File: src/rtl/dsm_pkg.sv
package dsm_pkg;
  localparam int unsigned DSM_OP_W  = 8;
  localparam int unsigned DSM_SEG_W = 4;

  typedef enum logic [1:0] {
    SGN_PP = 2'b00,
    SGN_PN = 2'b01,
    SGN_NP = 2'b10,
    SGN_NN = 2'b11
  } sign_pair_e;
endpackage

File: src/rtl/dsm_sign_mag.sv
module dsm_sign_mag #(
  parameter int unsigned OP_W       = 8,
  parameter bit          SIGNED_OPS = 1'b1
) (
  input  logic [OP_W-1:0] value,
  output logic [OP_W-1:0] mag,
  output logic            neg
);
  generate
    if (SIGNED_OPS) begin : g_signed
      always_comb begin
        neg = value[OP_W-1];
        mag = neg ? (~value + 1'b1) : value;
      end
    end else begin : g_unsigned
      always_comb begin
        neg = 1'b0;
        mag = value;
      end
    end
  endgenerate
endmodule

File: src/rtl/dsm_segment.sv
module dsm_segment #(
  parameter int unsigned OP_W  = 8,
  parameter int unsigned SEG_W = 4,
  localparam int unsigned LD_W = $clog2(OP_W),
  localparam int unsigned SH_W = $clog2(OP_W - SEG_W + 1)
) (
  input  logic [OP_W-1:0]  mag,
  output logic [SEG_W-1:0] seg,
  output logic [SH_W-1:0]  shamt
);
  logic [LD_W-1:0] lead;
  logic [OP_W-1:0] moved;

  // priority search for the highest set bit; the last hit wins
  always_comb begin
    lead = '0;
    for (int i = 0; i < OP_W; i++) begin
      if (mag[i]) lead = LD_W'(i);
    end
  end

  always_comb begin
    if (lead >= LD_W'(SEG_W - 1)) shamt = SH_W'(lead - LD_W'(SEG_W - 1));
    else                          shamt = '0;
    moved = mag >> shamt;
    seg   = moved[SEG_W-1:0];
  end
endmodule

File: src/rtl/dsm_seg_product.sv
module dsm_seg_product
  import dsm_pkg::*;
#(
  parameter int unsigned OP_W  = 8,
  parameter int unsigned SEG_W = 4,
  localparam int unsigned SH_W   = $clog2(OP_W - SEG_W + 1),
  localparam int unsigned PROD_W = 2 * OP_W
) (
  input  logic [SEG_W-1:0]  seg_a,
  input  logic [SEG_W-1:0]  seg_b,
  input  logic [SH_W-1:0]   sh_a,
  input  logic [SH_W-1:0]   sh_b,
  input  logic              neg_a,
  input  logic              neg_b,
  output logic [PROD_W-1:0] prod
);
  logic [SH_W:0]       sh_sum;
  logic [PROD_W-1:0]   raw;
  logic [PROD_W-1:0]   scaled;
  sign_pair_e          pair;

  always_comb begin
    sh_sum = {1'b0, sh_a} + {1'b0, sh_b};
    raw    = PROD_W'(seg_a) * PROD_W'(seg_b);
    scaled = raw << sh_sum;
    pair   = sign_pair_e'({neg_a, neg_b});
    case (pair)
      SGN_PP, SGN_NN: prod = scaled;
      SGN_PN, SGN_NP: prod = ~scaled + 1'b1;
      default:        prod = scaled;
    endcase
  end
endmodule

File: src/rtl/dsm_approx_mul.sv
module dsm_approx_mul #(
  parameter int unsigned OP_W       = dsm_pkg::DSM_OP_W,
  parameter int unsigned SEG_W      = dsm_pkg::DSM_SEG_W,
  parameter bit          SIGNED_OPS = 1'b1,
  localparam int unsigned SH_W   = $clog2(OP_W - SEG_W + 1),
  localparam int unsigned PROD_W = 2 * OP_W
) (
  input  logic              clk,
  input  logic              rst,
  input  logic              in_valid,
  input  logic [OP_W-1:0]   op_a,
  input  logic [OP_W-1:0]   op_b,
  output logic              out_valid,
  output logic [PROD_W-1:0] result
);
  logic [OP_W-1:0]   mag_v [2];
  logic              neg_v [2];
  logic [SEG_W-1:0]  seg_v [2];
  logic [SH_W-1:0]   sh_v  [2];
  logic [OP_W-1:0]   op_v  [2];
  logic [PROD_W-1:0] prod_c;

  assign op_v[0] = op_a;
  assign op_v[1] = op_b;

  generate
    for (genvar k = 0; k < 2; k++) begin : g_opnd
      dsm_sign_mag #(.OP_W(OP_W), .SIGNED_OPS(SIGNED_OPS)) sm_i (
        .value(op_v[k]), .mag(mag_v[k]), .neg(neg_v[k])
      );
      dsm_segment #(.OP_W(OP_W), .SEG_W(SEG_W)) seg_i (
        .mag(mag_v[k]), .seg(seg_v[k]), .shamt(sh_v[k])
      );
    end
  endgenerate

  dsm_seg_product #(.OP_W(OP_W), .SEG_W(SEG_W)) prod_i (
    .seg_a(seg_v[0]), .seg_b(seg_v[1]),
    .sh_a(sh_v[0]),   .sh_b(sh_v[1]),
    .neg_a(neg_v[0]), .neg_b(neg_v[1]),
    .prod(prod_c)
  );

  always_ff @(posedge clk) begin
    if (rst) begin
      out_valid <= 1'b0;
      result    <= '0;
    end else begin
      out_valid <= in_valid;
      if (in_valid) result <= prod_c;
    end
  end
endmodule

File: config.mk
export PLATFORM = sky130hd
export DESIGN_NAME = dsm_approx_mul
export DESIGN_NICKNAME = d
export VERILOG_FILES = /design/src/rtl/dsm_pkg.sv /design/src/rtl/dsm_sign_mag.sv /design/src/rtl/dsm_segment.sv /design/src/rtl/dsm_seg_product.sv /design/src/rtl/dsm_approx_mul.sv
export SDC_FILE = /design/constraint.sdc
export NUM_CORES = 1
export LEC_CHECK = 0
export BUFFER_PORTS_ARGS = -buffer_cell sky130_fd_sc_hd__clkbuf_2
export CAP_MARGIN = 10
export CORE_MARGIN = 1
export CORE_UTILIZATION = 55
export CTS_BUF_LIST = sky130_fd_sc_hd__clkbuf_4
export DETAILED_ROUTE_END_ITERATION = 8
export PLACE_DENSITY = 0.75
export SYNTH_ARGS = -nofsm -noshare
export SYNTH_HDL_FRONTEND = slang
export SYNTH_SLANG_ARGS = --single-unit
File: constraint.sdc
create_clock -name clk -period 17.8 [get_ports clk]
set_input_delay 2.67 -clock clk [delete_from_list [all_inputs] [get_ports clk]]
set_output_delay 2.67 -clock clk [all_outputs]
set_load 0.05 [all_outputs]
==> impl_results.rst, run 1 <==
.. list-table::
   :header-rows: 1

   * - Metric
     - Value
   * - Worst Hold Depth
     - 2
   * - Pleak
     - 1.65 nW
   * - DRT Wirelength
     - 10100 um
   * - Clock latency reported for the late side of the worst-skew pair
     - 0.30 ns
   * - Number of top-level design ports
     - 36
   * - Async set or reset register ratio after synthesis
     - 0
   * - Crit path max fanout
     - 12
   * - Minimum period implied by the final worst setup slack
     - 10.59 ns
   * - Relative contribution of the clock network to total power
     - 0.048
   * - Most repeated library cell on the critical path
     - sky130_fd_sc_hd__a21oi_1
   * - Logic pwr share
     - 0.838
   * - Die outline width
     - 85.0 um
   * - Peak clock frequency supported by timing
     - 94.4 MHz
   * - Maximum capacitance violations
     - 0
   * - Run status
     - finished, final reports clean
   * - FF/Latch Area
     - 340 um^2
   * - Slew at the pin closest to its max-slew limit
     - 1.14 ns
   * - Share of layout cells above drive strength 1
     - 0.162
   * - Post-synthesis instance area
     - 0.00379 mm^2
   * - Worst r2r dst
     - result[15]
   * - Number of antenna violations at the first check in global routing
     - 0
   * - Number of remaining DRC errors
     - 0
   * - DRT iter0 DRCs
     - 377
   * - Worst Skew
     - 0 ns
   * - Slew Limit Fails
     - 0
   * - Grt total ovfl
     - 0
   * - Number of synthesized flops with an enable pin
     - 0
   * - Reg2Reg Launch Point
     - result[15]
   * - Clock-pin slew on the worst setup and hold paths
     - 0.11 ns
   * - Share of the yosys chip area belonging to registers
     - 0.0898
   * - Routed Antenna Nets
     - 0
   * - Leading cell type in the layout, fill and taps excluded
     - sky130_fd_sc_hd__nor2_1
   * - Endpoints failing hold
     - 0
   * - Global-route wire length before repair
     - 17200 um
   * - Vias in the first global route
     - 3627
   * - Count of non-filler cells in the finished layout
     - 603
   * - Setup repair after global routing missed its margin
     - no
   * - Chip Height
     - 85.0 um
   * - Die area
     - 0.00723 mm^2
   * - Pin count of the biggest net entering global routing
     - 28
   * - Setup-violating endpoint count in the final report
     - 0
   * - Average cell area after synthesis
     - 7.33 um^2
   * - Area used by multi-input combinational logic
     - 0.00317 mm^2
   * - Post-Synthesis Net Count
     - 561
   * - Global placer's final weighted congestion
     - 0.913
   * - Port Buffers
     - 35
   * - Ratio of final minimum period to clock period
     - 0.595
   * - Min-delay worst type
     - reg2reg
   * - Total via count after detailed routing
     - 4096
   * - Detail Placement HPWL
     - 7660 um
   * - Area of the placeable core
     - 0.00649 mm^2
   * - Starting Density
     - 0.584
   * - Yosys warning count
     - 0
   * - Worst hold endpoint
     - result[0]
   * - Int Power
     - 0.201 mW
   * - Cell Count Post-Placement
     - 599
   * - Num CTS Buffers
     - 3
   * - Fraction of power spent switching nets
     - 0.571
   * - Gate Count Post-Synth
     - 517
   * - Yosys cell types
     - 98
   * - Power density over the cells
     - 119 mW/mm^2
   * - Total Nets Final
     - 571
   * - Post-place setup slack
     - 7.00 ns
   * - All-layer global routing usage
     - 0.282
   * - Commonest cells after routing, fill and taps aside
     - sky130_fd_sc_hd__nor2_1 (62), sky130_fd_sc_hd__nand2_1 (39), sky130_fd_sc_hd__clkbuf_2 (35), sky130_fd_sc_hd__inv_1 (29), sky130_fd_sc_hd__a21oi_1 (25)
   * - Crit end category
     - flip-flop
   * - Number of synthesized register bits
     - 17
   * - Number of gates given a new drive strength after cts
     - 0
   * - Clock Root Buffer
     - sky130_fd_sc_hd__clkbuf_4
   * - Post-layout worst setup margin
     - 7.21 ns
   * - Startpoint class of the critical path
     - input port
   * - CTS tree
     - built
   * - Area Overhead vs Synth
     - 4.19%
   * - Reg-to-reg setup timing slack
     - 16.94 ns
   * - Cell type of the slowest stage on the worst timing path
     - sky130_fd_sc_hd__nor3_1
   * - Number of sinks on the clock net
     - 17
   * - Peak per-stage delay on the critical path
     - 0.95 ns
   * - Relative slew margins
     - 0.233
   * - Crit Path Class
     - in2reg
   * - Startpoint of the most critical hold path
     - result[0]
   * - Switching component of the power
     - 0.267 mW
   * - Maximum ir drop on the vdd rail
     - 0.0614 mV
   * - Via density per instance
     - 6.79
   * - Maximum number of buffers from clock root to sink
     - 2
   * - CP required
     - 18.02 ns
   * - Sum of negative setup slack
     - 0 ns
   * - Number of core rows
     - 29
   * - Number of buffers inserted by hold repair at cts
     - 0
   * - H-tree depth
     - 1
   * - Antenna diodes
     - 0
   * - Number of cells on the worst reg-to-reg path
     - 2
   * - Flip-flop cell with the highest count after synthesis
     - sky130_fd_sc_hd__dfxtp_1
   * - Routed wirelength normalized by instance count
     - 16.7 um
   * - Critical path arrival
     - 10.80 ns
   * - Post-Route Hold Slack
     - 0.475 ns
   * - Filler cell count
     - 618
   * - Number of post-CTS setup repair buffers
     - 0
   * - Sequential group share of total power
     - 0.114
   * - Number of iterations in the first detailed-routing pass
     - 5
[cell families after synthesis]
family / count (synthesis) / share of synthesized area
adder cells (fa/ha/maj): 25 / 0.0924
flip-flops: 17 / 0.0898
AO/OA/AOI/OAI: 165 / 0.339
AND/OR/NAND/NOR: 205 / 0.280
multiplexers: 22 / 0.0802
XOR/XNOR: 19 / 0.0439
buffers and inverters: 64 / 0.0746
[cell usage after synthesis, types with 6 or more instances]
cell type	number	area (um^2)
sky130_fd_sc_hd__a211o_1	6	52.6
sky130_fd_sc_hd__a211oi_1	8	60.1
sky130_fd_sc_hd__a21o_1	9	67.6
sky130_fd_sc_hd__a21oi_1	25	125
sky130_fd_sc_hd__a31oi_1	18	113
sky130_fd_sc_hd__and2_1	6	37.5
sky130_fd_sc_hd__buf_2	9	45.0
sky130_fd_sc_hd__clkbuf_1	19	71.3
sky130_fd_sc_hd__dfxtp_1	17	340
sky130_fd_sc_hd__ha_1	20	250
sky130_fd_sc_hd__inv_1	29	109
sky130_fd_sc_hd__mux2i_1	12	120
sky130_fd_sc_hd__nand2_1	39	146
sky130_fd_sc_hd__nand3_1	16	80.1
sky130_fd_sc_hd__nand4_1	8	50.1
sky130_fd_sc_hd__nor2_1	62	233
sky130_fd_sc_hd__nor2b_1	9	56.3
sky130_fd_sc_hd__nor3_1	15	75.1
sky130_fd_sc_hd__o211ai_1	8	60.1
sky130_fd_sc_hd__o21ai_0	21	105
sky130_fd_sc_hd__or3_1	7	43.8
sky130_fd_sc_hd__xnor2_1	11	96.3
sky130_fd_sc_hd__xor2_1	8	70.1
[power by group through the flow]
stage / logic, mW / clock network (mW) / registers (mW)
after global placement: 0.375 / 0 / 0.0540
final: 0.392 / 0.0225 / 0.0536
after floorplan: 0.278 / 0 / 0.0903
after detailed placement: 0.382 / 0 / 0.0545
after global routing: 0.427 / 0.0242 / 0.0548
after CTS: 0.385 / 0.0223 / 0.0536
[per-stage QoR]
step	power [mW]	area [um^2]	util
2_1_floorplan	0.368	3790	-
3_3_place_gp	0.429	3920	0.604
3_5_place_dp	0.437	3920	0.604
4_1_cts	0.461	3950	0.608
5_1_grt	0.506	3950	0.608
6_report	0.468	3950	0.608
[layer usage]
metal | share of wire | vias up | track usage
li1 | - | 1977 | -
met1 | 0.47 | 1910 | 0.426
met2 | 0.45 | 192 | 0.430
met3 | 0.072 | 17 | 0.0311
met4 | 0.010 | 0 | 0.0601
met5 | 0 | - | 0
[critical path, delay by kind of cell]
family	cells	cell delay [ns]
AO/OA/AOI/OAI	12	2.40
multiplexers	3	1.06
buffers and inverters	3	0.49
AND/OR/NAND/NOR	6	2.45
adder cells (fa/ha/maj)	4	1.58
XOR/XNOR	1	0.15
[flip-flops by register name, indices dropped and copies added (netlist names)]
register	count
out_valid	1
result	16
[how the worst max path moves through the flow]
stage | start | end | slack (ns) | depth (start not counted)
floorplan | op_a[1] | result[13] | 7.92 | 31
global placement | op_a[2] | result[13] | 7.20 | 29
CTS | op_a[2] | result[13] | 7.31 | 29
detailed placement | op_a[2] | result[13] | 7.00 | 29
global route | op_a[2] | result[13] | 6.62 | 29
finish | op_a[2] | result[13] | 7.21 | 29
[cell type report]
type / count / share of cell area
Inverter: 30 / 0.0285
Clock buffer: 3 / 0.00570
Multi-Input combinational cell: 436 / 0.802
Clock inverter: 1 / 0.00127
Sequential cell: 17 / 0.0862
Timing Repair Buffer: 39 / 0.0519
Tap cell: 77 / 0.0244
(Power assumes the default switching activity.)
==> run 2: changes to the inputs <==
==> constraint.sdc (replaced) <==
create_clock -name clk -period 10.4 [get_ports clk]
set_input_delay 1.56 -clock clk [delete_from_list [all_inputs] [get_ports clk]]
set_output_delay 1.56 -clock clk [all_outputs]
set_load 0.05 [all_outputs]
==> run 2 against run 1 <==
Critical path depth grew 3. Sequential share of layout area is the same. Die area stayed put. Largest cell class unchanged. Largest power group unchanged.
==> impl_results.rst, run 2 (same netlist as run 1, synthesis figures left out) <==
.. list-table::
   :header-rows: 1

   * - Metric
     - Value
   * - Clock Root Buffer
     - sky130_fd_sc_hd__clkbuf_4 (unchanged)
   * - Setup-violating endpoint count in the final report
     - 0 (unchanged)
   * - Commonest cells after routing, fill and taps aside
     - sky130_fd_sc_hd__nor2_1 (62), sky130_fd_sc_hd__nand2_1 (39), sky130_fd_sc_hd__clkbuf_2 (35), sky130_fd_sc_hd__inv_1 (29), sky130_fd_sc_hd__a21oi_1 (25) (unchanged)
   * - Die outline width
     - 85.0 um (unchanged)
   * - Worst Skew
     - 0 ns (unchanged)
   * - Setup repair after global routing missed its margin
     - no (unchanged)
   * - Slew Limit Fails
     - 0 (unchanged)
   * - Flip-flop count of the largest register after layout
     - 16 (unchanged)
   * - Grt total ovfl
     - 0 (unchanged)
   * - Reg2Reg Launch Point
     - result[11] (was result[15])
   * - Worst hold endpoint
     - result[0] (unchanged)
   * - Global-route wire length before repair
     - 16600 um (was 17200 um)
   * - Peak clock frequency supported by timing
     - 109 MHz
   * - Share of layout cells above drive strength 1
     - 0.162 (unchanged)
   * - Routed wirelength normalized by instance count
     - 16.0 um (was 16.7 um)
   * - Min-delay worst type
     - reg2reg (unchanged)
   * - Area of the placeable core
     - 0.00649 mm^2 (unchanged)
   * - Number of buffers inserted by hold repair at cts
     - 0 (unchanged)
   * - Pleak
     - 1.65 nW (about the same)
   * - Antenna diodes
     - 0 (unchanged)
   * - Crit Path Class
     - in2reg (unchanged)
   * - Ratio of final minimum period to clock period
     - 0.884
   * - Chip Height
     - 85.0 um (unchanged)
   * - Detail Placement HPWL
     - 7370 um (was 7660 um)
   * - Via density per instance
     - 6.68 (was 6.79)
   * - Number of top-level design ports
     - 36 (unchanged)
   * - Endpoints failing hold
     - 0 (unchanged)
   * - Area used by multi-input combinational logic
     - 0.00317 mm^2 (unchanged)
   * - CP required
     - 10.61 ns (was 18.02 ns)
   * - Total via count after detailed routing
     - 4030 (was 4096)
   * - Die area
     - 0.00723 mm^2 (unchanged)
   * - Number of cells on the worst reg-to-reg path
     - 3 (was 2)
   * - Number of iterations in the first detailed-routing pass
     - 5 (unchanged)
   * - Number of antenna violations at the first check in global routing
     - 0 (unchanged)
   * - Relative slew margins
     - 0.359 (was 0.233)
   * - Peak per-stage delay on the critical path
     - 0.58 ns (was 0.95 ns)
   * - Startpoint class of the critical path
     - input port (unchanged)
   * - DRT Wirelength
     - 9620 um (was 10100 um)
   * - Cell type of the slowest stage on the worst timing path
     - sky130_fd_sc_hd__nor4b_1 (was sky130_fd_sc_hd__nor3_1)
   * - All-layer global routing usage
     - 0.273 (was 0.282)
   * - Port Buffers
     - 35 (unchanged)
   * - Power density over the cells
     - 201 mW/mm^2 (was 119 mW/mm^2)
   * - Vias in the first global route
     - 3570 (was 3627)
   * - Pin count of the biggest net entering global routing
     - 28 (unchanged)
   * - Sum of negative setup slack
     - 0 ns (unchanged)
   * - Run status
     - finished, final reports clean (unchanged)
   * - Critical path arrival
     - 9.41 ns (was 10.80 ns)
   * - Num CTS Buffers
     - 3 (unchanged)
   * - Most repeated library cell on the critical path
     - sky130_fd_sc_hd__a21oi_1 (unchanged)
   * - Maximum ir drop on the vdd rail
     - 0.102 mV (was 0.0614 mV)
   * - Clock-pin slew on the worst setup and hold paths
     - 0.11 ns (about the same)
   * - Filler cell count
     - 619 (was 618)
   * - Slew at the pin closest to its max-slew limit
     - 0.962 ns (was 1.14 ns)
   * - Number of post-CTS setup repair buffers
     - 0 (unchanged)
   * - Starting Density
     - 0.584 (unchanged)
   * - Startpoint of the most critical hold path
     - result[0] (unchanged)
   * - DRT iter0 DRCs
     - 349 (was 377)
   * - FF/Latch Area
     - 340 um^2 (unchanged)
   * - Reg-to-reg setup timing slack
     - 9.57 ns (was 16.94 ns)
   * - Number of core rows
     - 29 (unchanged)
   * - Clock latency reported for the late side of the worst-skew pair
     - 0.30 ns (about the same)
   * - Crit end category
     - flip-flop (unchanged)
   * - Routed Antenna Nets
     - 0 (unchanged)
   * - Crit path max fanout
     - 9 (was 12)
   * - Maximum capacitance violations
     - 0 (unchanged)
   * - Number of remaining DRC errors
     - 0 (unchanged)
   * - Top register by number of flip-flops
     - result (unchanged)
   * - Maximum number of buffers from clock root to sink
     - 2 (unchanged)
   * - Worst r2r dst
     - result[11] (was result[15])
   * - Post-place setup slack
     - 0.996 ns (was 7.00 ns)
   * - Minimum period implied by the final worst setup slack
     - 9.20 ns
   * - Worst Hold Depth
     - 2 (unchanged)
   * - Leading cell type in the layout, fill and taps excluded
     - sky130_fd_sc_hd__nor2_1 (unchanged)
   * - Global placer's final weighted congestion
     - 0.897 (was 0.913)
   * - Number of sinks on the clock net
     - 17 (unchanged)
   * - Area Overhead vs Synth
     - 4.19% (unchanged)
   * - Total Nets Final
     - 571 (unchanged)
   * - Top Registers
     - result x16, out_valid x1 (unchanged)
   * - Post-layout worst setup margin
     - 1.20 ns (was 7.21 ns)
   * - H-tree depth
     - 1 (unchanged)
   * - CTS tree
     - built (unchanged)
   * - Number of gates given a new drive strength after cts
     - 0 (unchanged)
-- run 2: cell type report --
class,instances,area share
clock inverters,1,0.00127
flip-flops and latches,17,0.0862
multi-input cells,436,0.802
well taps,77,0.0244
clock buffers,3,0.00570
repair buffers,39,0.0519
inverters,30,0.0285
-- run 2: routing by layer --
layer  GRT usage  part of all wire  up-vias
met4      0.0508            0.0065        0
met3      0.0233             0.069       11
met1       0.408              0.47     1875
met2       0.427              0.45      168
met5           0                 0        -
li1            -                 -     1976
-- run 2: critical path: cells and delay by family --
kind / cells / cell delay [ns]
AO/OA/AOI/OAI: 13 / 2.60
XOR/XNOR: 1 / 0.15
adder cells (fa/ha/maj): 5 / 1.81
buffers and inverters: 4 / 0.46
multiplexers: 3 / 0.95
AND/OR/NAND/NOR: 6 / 1.84
-- run 2: power by group --
part / internal [mW] / total, mW / leakage [nW] / switching, mW
Clock: 0.0144 / 0.0374 / 0.0177 / 0.0231
Combinational: 0.246 / 0.663 / 1.49 / 0.417
Sequential: 0.0831 / 0.0918 / 0.140 / 0.00871
-- run 2: how the worst max path moves through the flow --
stage	from	to	slack (ns)	cells past startpoint
after floorplan	op_a[1]	result[13]	1.63	31
after global placement	op_b[0]	result[13]	1.21	32
after detailed placement	op_b[0]	result[13]	1.0	32
after CTS	op_b[1]	result[13]	1.31	32
after global routing	op_b[0]	result[13]	0.66	32
final	op_b[1]	result[13]	1.20	32
-- run 2: through the flow --
step                      power, mW  area, um^2  hold slack (ns)  utilization  cells
after floorplan               0.630        3790            0.689            -    517
after global placement        0.734        3920            0.452        0.604    599
after detailed placement      0.742        3920            0.457        0.604    599
after CTS                     0.783        3950            0.473        0.608    603
after global routing          0.862        3950            0.499        0.608    603
final                         0.792        3950            0.473        0.608    603
==> run 3: changes to the inputs <==
--- a/config.mk
+++ b/config.mk
@@ -8,10 +8,9 @@
 export BUFFER_PORTS_ARGS = -buffer_cell sky130_fd_sc_hd__clkbuf_2
 export CAP_MARGIN = 10
 export CORE_MARGIN = 1
-export CORE_UTILIZATION = 55
+export CORE_UTILIZATION = 30
 export CTS_BUF_LIST = sky130_fd_sc_hd__clkbuf_4
 export DETAILED_ROUTE_END_ITERATION = 8
-export PLACE_DENSITY = 0.75
 export SYNTH_ARGS = -nofsm -noshare
 export SYNTH_HDL_FRONTEND = slang
 export SYNTH_SLANG_ARGS = --single-unit
==> run 3 against run 2 <==
Final cell count increased by 15%. Clock-buffer cell count up 1. Combinational power about the same. Clock power increased by 6.7%. First-iteration DRC count fell by 36%. Largest power group unchanged. Global-route usage fell by 11 points. Die area rose by 81%. Register-to-register slack about the same. Routed wire length rose by 8.0%. Non-clock buffer count unchanged. Sequential share of layout area shrank 0.25 points.
==> impl_results.rst, run 3 (same netlist as run 1, synthesis figures left out) <==
.. list-table::
   :header-rows: 1

   * - Metric
     - Value
   * - Run status
     - finished, final reports clean (unchanged)
   * - Port Buffers
     - 35 (unchanged)
   * - Number of antenna violations at the first check in global routing
     - 0 (unchanged)
   * - Share of layout cells above drive strength 1
     - 0.162 (unchanged)
   * - Flip-flop count of the largest register after layout
     - 16 (unchanged)
   * - Setup repair after global routing missed its margin
     - no (unchanged)
   * - Starting Density
     - 0.312 (was 0.584)
   * - Routed wirelength normalized by instance count
     - 15.0 um (was 16.0 um)
   * - Number of top-level design ports
     - 36 (unchanged)
   * - Relative slew margins
     - 0.348 (was 0.359)
   * - Clock-pin slew on the worst setup and hold paths
     - 0.11 ns (about the same)
   * - Global-route wire length before repair
     - 17800 um (was 16600 um)
   * - H-tree depth
     - 1 (unchanged)
   * - Reg-to-reg setup timing slack
     - 9.56 ns (was 9.57 ns)
   * - Area Overhead vs Synth
     - 7.26% (was 4.19%)
   * - Area of the placeable core
     - 0.0122 mm^2 (was 0.00649 mm^2)
   * - DRT iter0 DRCs
     - 224 (was 349)
   * - Crit path max fanout
     - 7 (was 9)
   * - Crit Path Class
     - in2reg (unchanged)
   * - All-layer global routing usage
     - 0.161 (was 0.273)
   * - Detail Placement HPWL
     - 8080 um (was 7370 um)
   * - Number of remaining DRC errors
     - 0 (unchanged)
   * - Minimum period implied by the final worst setup slack
     - 9.16 ns (was 9.20 ns)
   * - Worst Skew
     - 0 ns (unchanged)
   * - Commonest cells after routing, fill and taps aside
     - sky130_fd_sc_hd__nor2_1 (62), sky130_fd_sc_hd__nand2_1 (39), sky130_fd_sc_hd__clkbuf_2 (35), sky130_fd_sc_hd__inv_1 (29), sky130_fd_sc_hd__a21oi_1 (25) (unchanged)
   * - Endpoints failing hold
     - 0 (unchanged)
   * - Die area
     - 0.0131 mm^2 (was 0.00723 mm^2)
   * - Number of core rows
     - 40 (was 29)
   * - Setup-violating endpoint count in the final report
     - 0 (unchanged)
   * - Crit end category
     - flip-flop (unchanged)
   * - Number of iterations in the first detailed-routing pass
     - 4 (was 5)
   * - Chip Height
     - 114 um (was 85.0 um)
   * - Number of buffers inserted by hold repair at cts
     - 0 (unchanged)
   * - Kind of cell adding the most delay to the critical path
     - compound AO/OA/AOI/OAI gates (unchanged)
   * - Vias in the first global route
     - 3804 (was 3570)
   * - Slew Limit Fails
     - 0 (unchanged)
   * - Power density over the cells
     - 196 mW/mm^2 (was 201 mW/mm^2)
   * - Clock Root Buffer
     - sky130_fd_sc_hd__clkbuf_4 (unchanged)
   * - Number of post-CTS setup repair buffers
     - 0 (unchanged)
   * - Antenna diodes
     - 0 (unchanged)
   * - Via density per instance
     - 5.73 (was 6.68)
   * - Num CTS Buffers
     - 3 (unchanged)
   * - Ratio of final minimum period to clock period
     - 0.881 (was 0.884)
   * - Sum of negative setup slack
     - 0 ns (unchanged)
   * - Peak clock frequency supported by timing
     - 109 MHz (about the same)
   * - Pin count of the biggest net entering global routing
     - 28 (unchanged)
   * - Grt total ovfl
     - 0 (unchanged)
   * - Critical path arrival
     - 9.37 ns (was 9.41 ns)
   * - Worst path buffer plus inverter count
     - 4 (unchanged)
   * - Routed Antenna Nets
     - 0 (unchanged)
   * - Global placer's final weighted congestion
     - 0.939 (was 0.897)
   * - Total via count after detailed routing
     - 3978 (was 4030)
   * - Min-delay worst type
     - reg2reg (unchanged)
   * - CTS tree
     - built (unchanged)
   * - Peak per-stage delay on the critical path
     - 0.58 ns (about the same)
   * - Cell Count Post-Placement
     - 690 (was 599)
   * - Clock latency reported for the late side of the worst-skew pair
     - 0.29 ns (was 0.30 ns)
   * - Top Registers
     - result x16, out_valid x1 (unchanged)
   * - Pleak
     - 1.65 nW (about the same)
   * - Die outline width
     - 114 um (was 85.0 um)
   * - Core utilization of the finished layout
     - 0.334 (was 0.608)
   * - Maximum number of buffers from clock root to sink
     - 2 (unchanged)
   * - CP required
     - 10.61 ns (about the same)
   * - Number of sinks on the clock net
     - 17 (unchanged)
   * - Total Nets Final
     - 571 (unchanged)
   * - Leading cell type in the layout, fill and taps excluded
     - sky130_fd_sc_hd__nor2_1 (unchanged)
   * - Top register by number of flip-flops
     - result (unchanged)
   * - Slew at the pin closest to its max-slew limit
     - 0.978 ns (was 0.962 ns)
   * - Maximum capacitance violations
     - 0 (unchanged)
   * - Maximum ir drop on the vdd rail
     - 0.0533 mV (was 0.102 mV)
   * - Count of non-filler cells in the finished layout
     - 694 (was 603)
   * - Cell type of the slowest stage on the worst timing path
     - sky130_fd_sc_hd__nor4b_1 (unchanged)
   * - Number of gates given a new drive strength after cts
     - 0 (unchanged)
   * - DRT Wirelength
     - 10400 um (was 9620 um)
   * - Most repeated library cell on the critical path
     - sky130_fd_sc_hd__a21oi_1 (unchanged)
   * - Startpoint class of the critical path
     - input port (unchanged)
[run 3: cell type report]
class | instances | area [um^2]
inverters | 30 | 113
clock buffers | 4 | 30.0
repair buffers | 39 | 205
flip-flops and latches | 17 | 340
fillers | 1296 | 8100
well taps | 168 | 210
multi-input cells | 436 | 3170
[run 3: per-layer routing]
layer / vias to the layer above / GRT usage / routed length, um
li1: 1964 / - / -
met1: 1898 / 0.217 / 4910
met2: 108 / 0.278 / 5000
met3: 8 / 0.0143 / 387
met4: 0 / 0.0355 / 95
met5: - / 0 / 0
[run 3: final timing paths]
| check | from | to | depth (start not counted) |
|---|---|---|---|
| min reg2reg | result[3] | result[3] | 2 |
| min | result[3] | result[3] | 2 |
| max | op_b[0] | result[13] | 32 |
| max reg2reg | result[12] | result[12] | 2 |
[run 3: worst min-delay path: stages (launching register included)]
cell and delay (ns):
sky130_fd_sc_hd__dfxtp_1 0.32, sky130_fd_sc_hd__nand2_1 0.06, sky130_fd_sc_hd__a21oi_1 0.05
[run 3: through the flow]
step	power [mW]	cell area [um^2]	setup slack, ns	hold WS, ns
global route	0.871	4070	0.549	0.501
detailed placement	0.751	4040	0.948	0.462
global placement	0.741	4040	1.11	0.458
finish	0.798	4070	1.24	0.479
floorplan	0.630	3790	1.63	0.689
CTS	0.794	4070	1.25	0.478
[run 3: report_power, final]
part / switching (mW) / internal, mW / total (mW) / leakage, nW
combinational: 0.420 / 0.246 / 0.666 / 1.49
sequential: 0.00914 / 0.0831 / 0.0922 / 0.140
clock: 0.0224 / 0.0176 / 0.0399 / 0.0184
total: 0.451 / 0.347 / 0.798 / 1.65
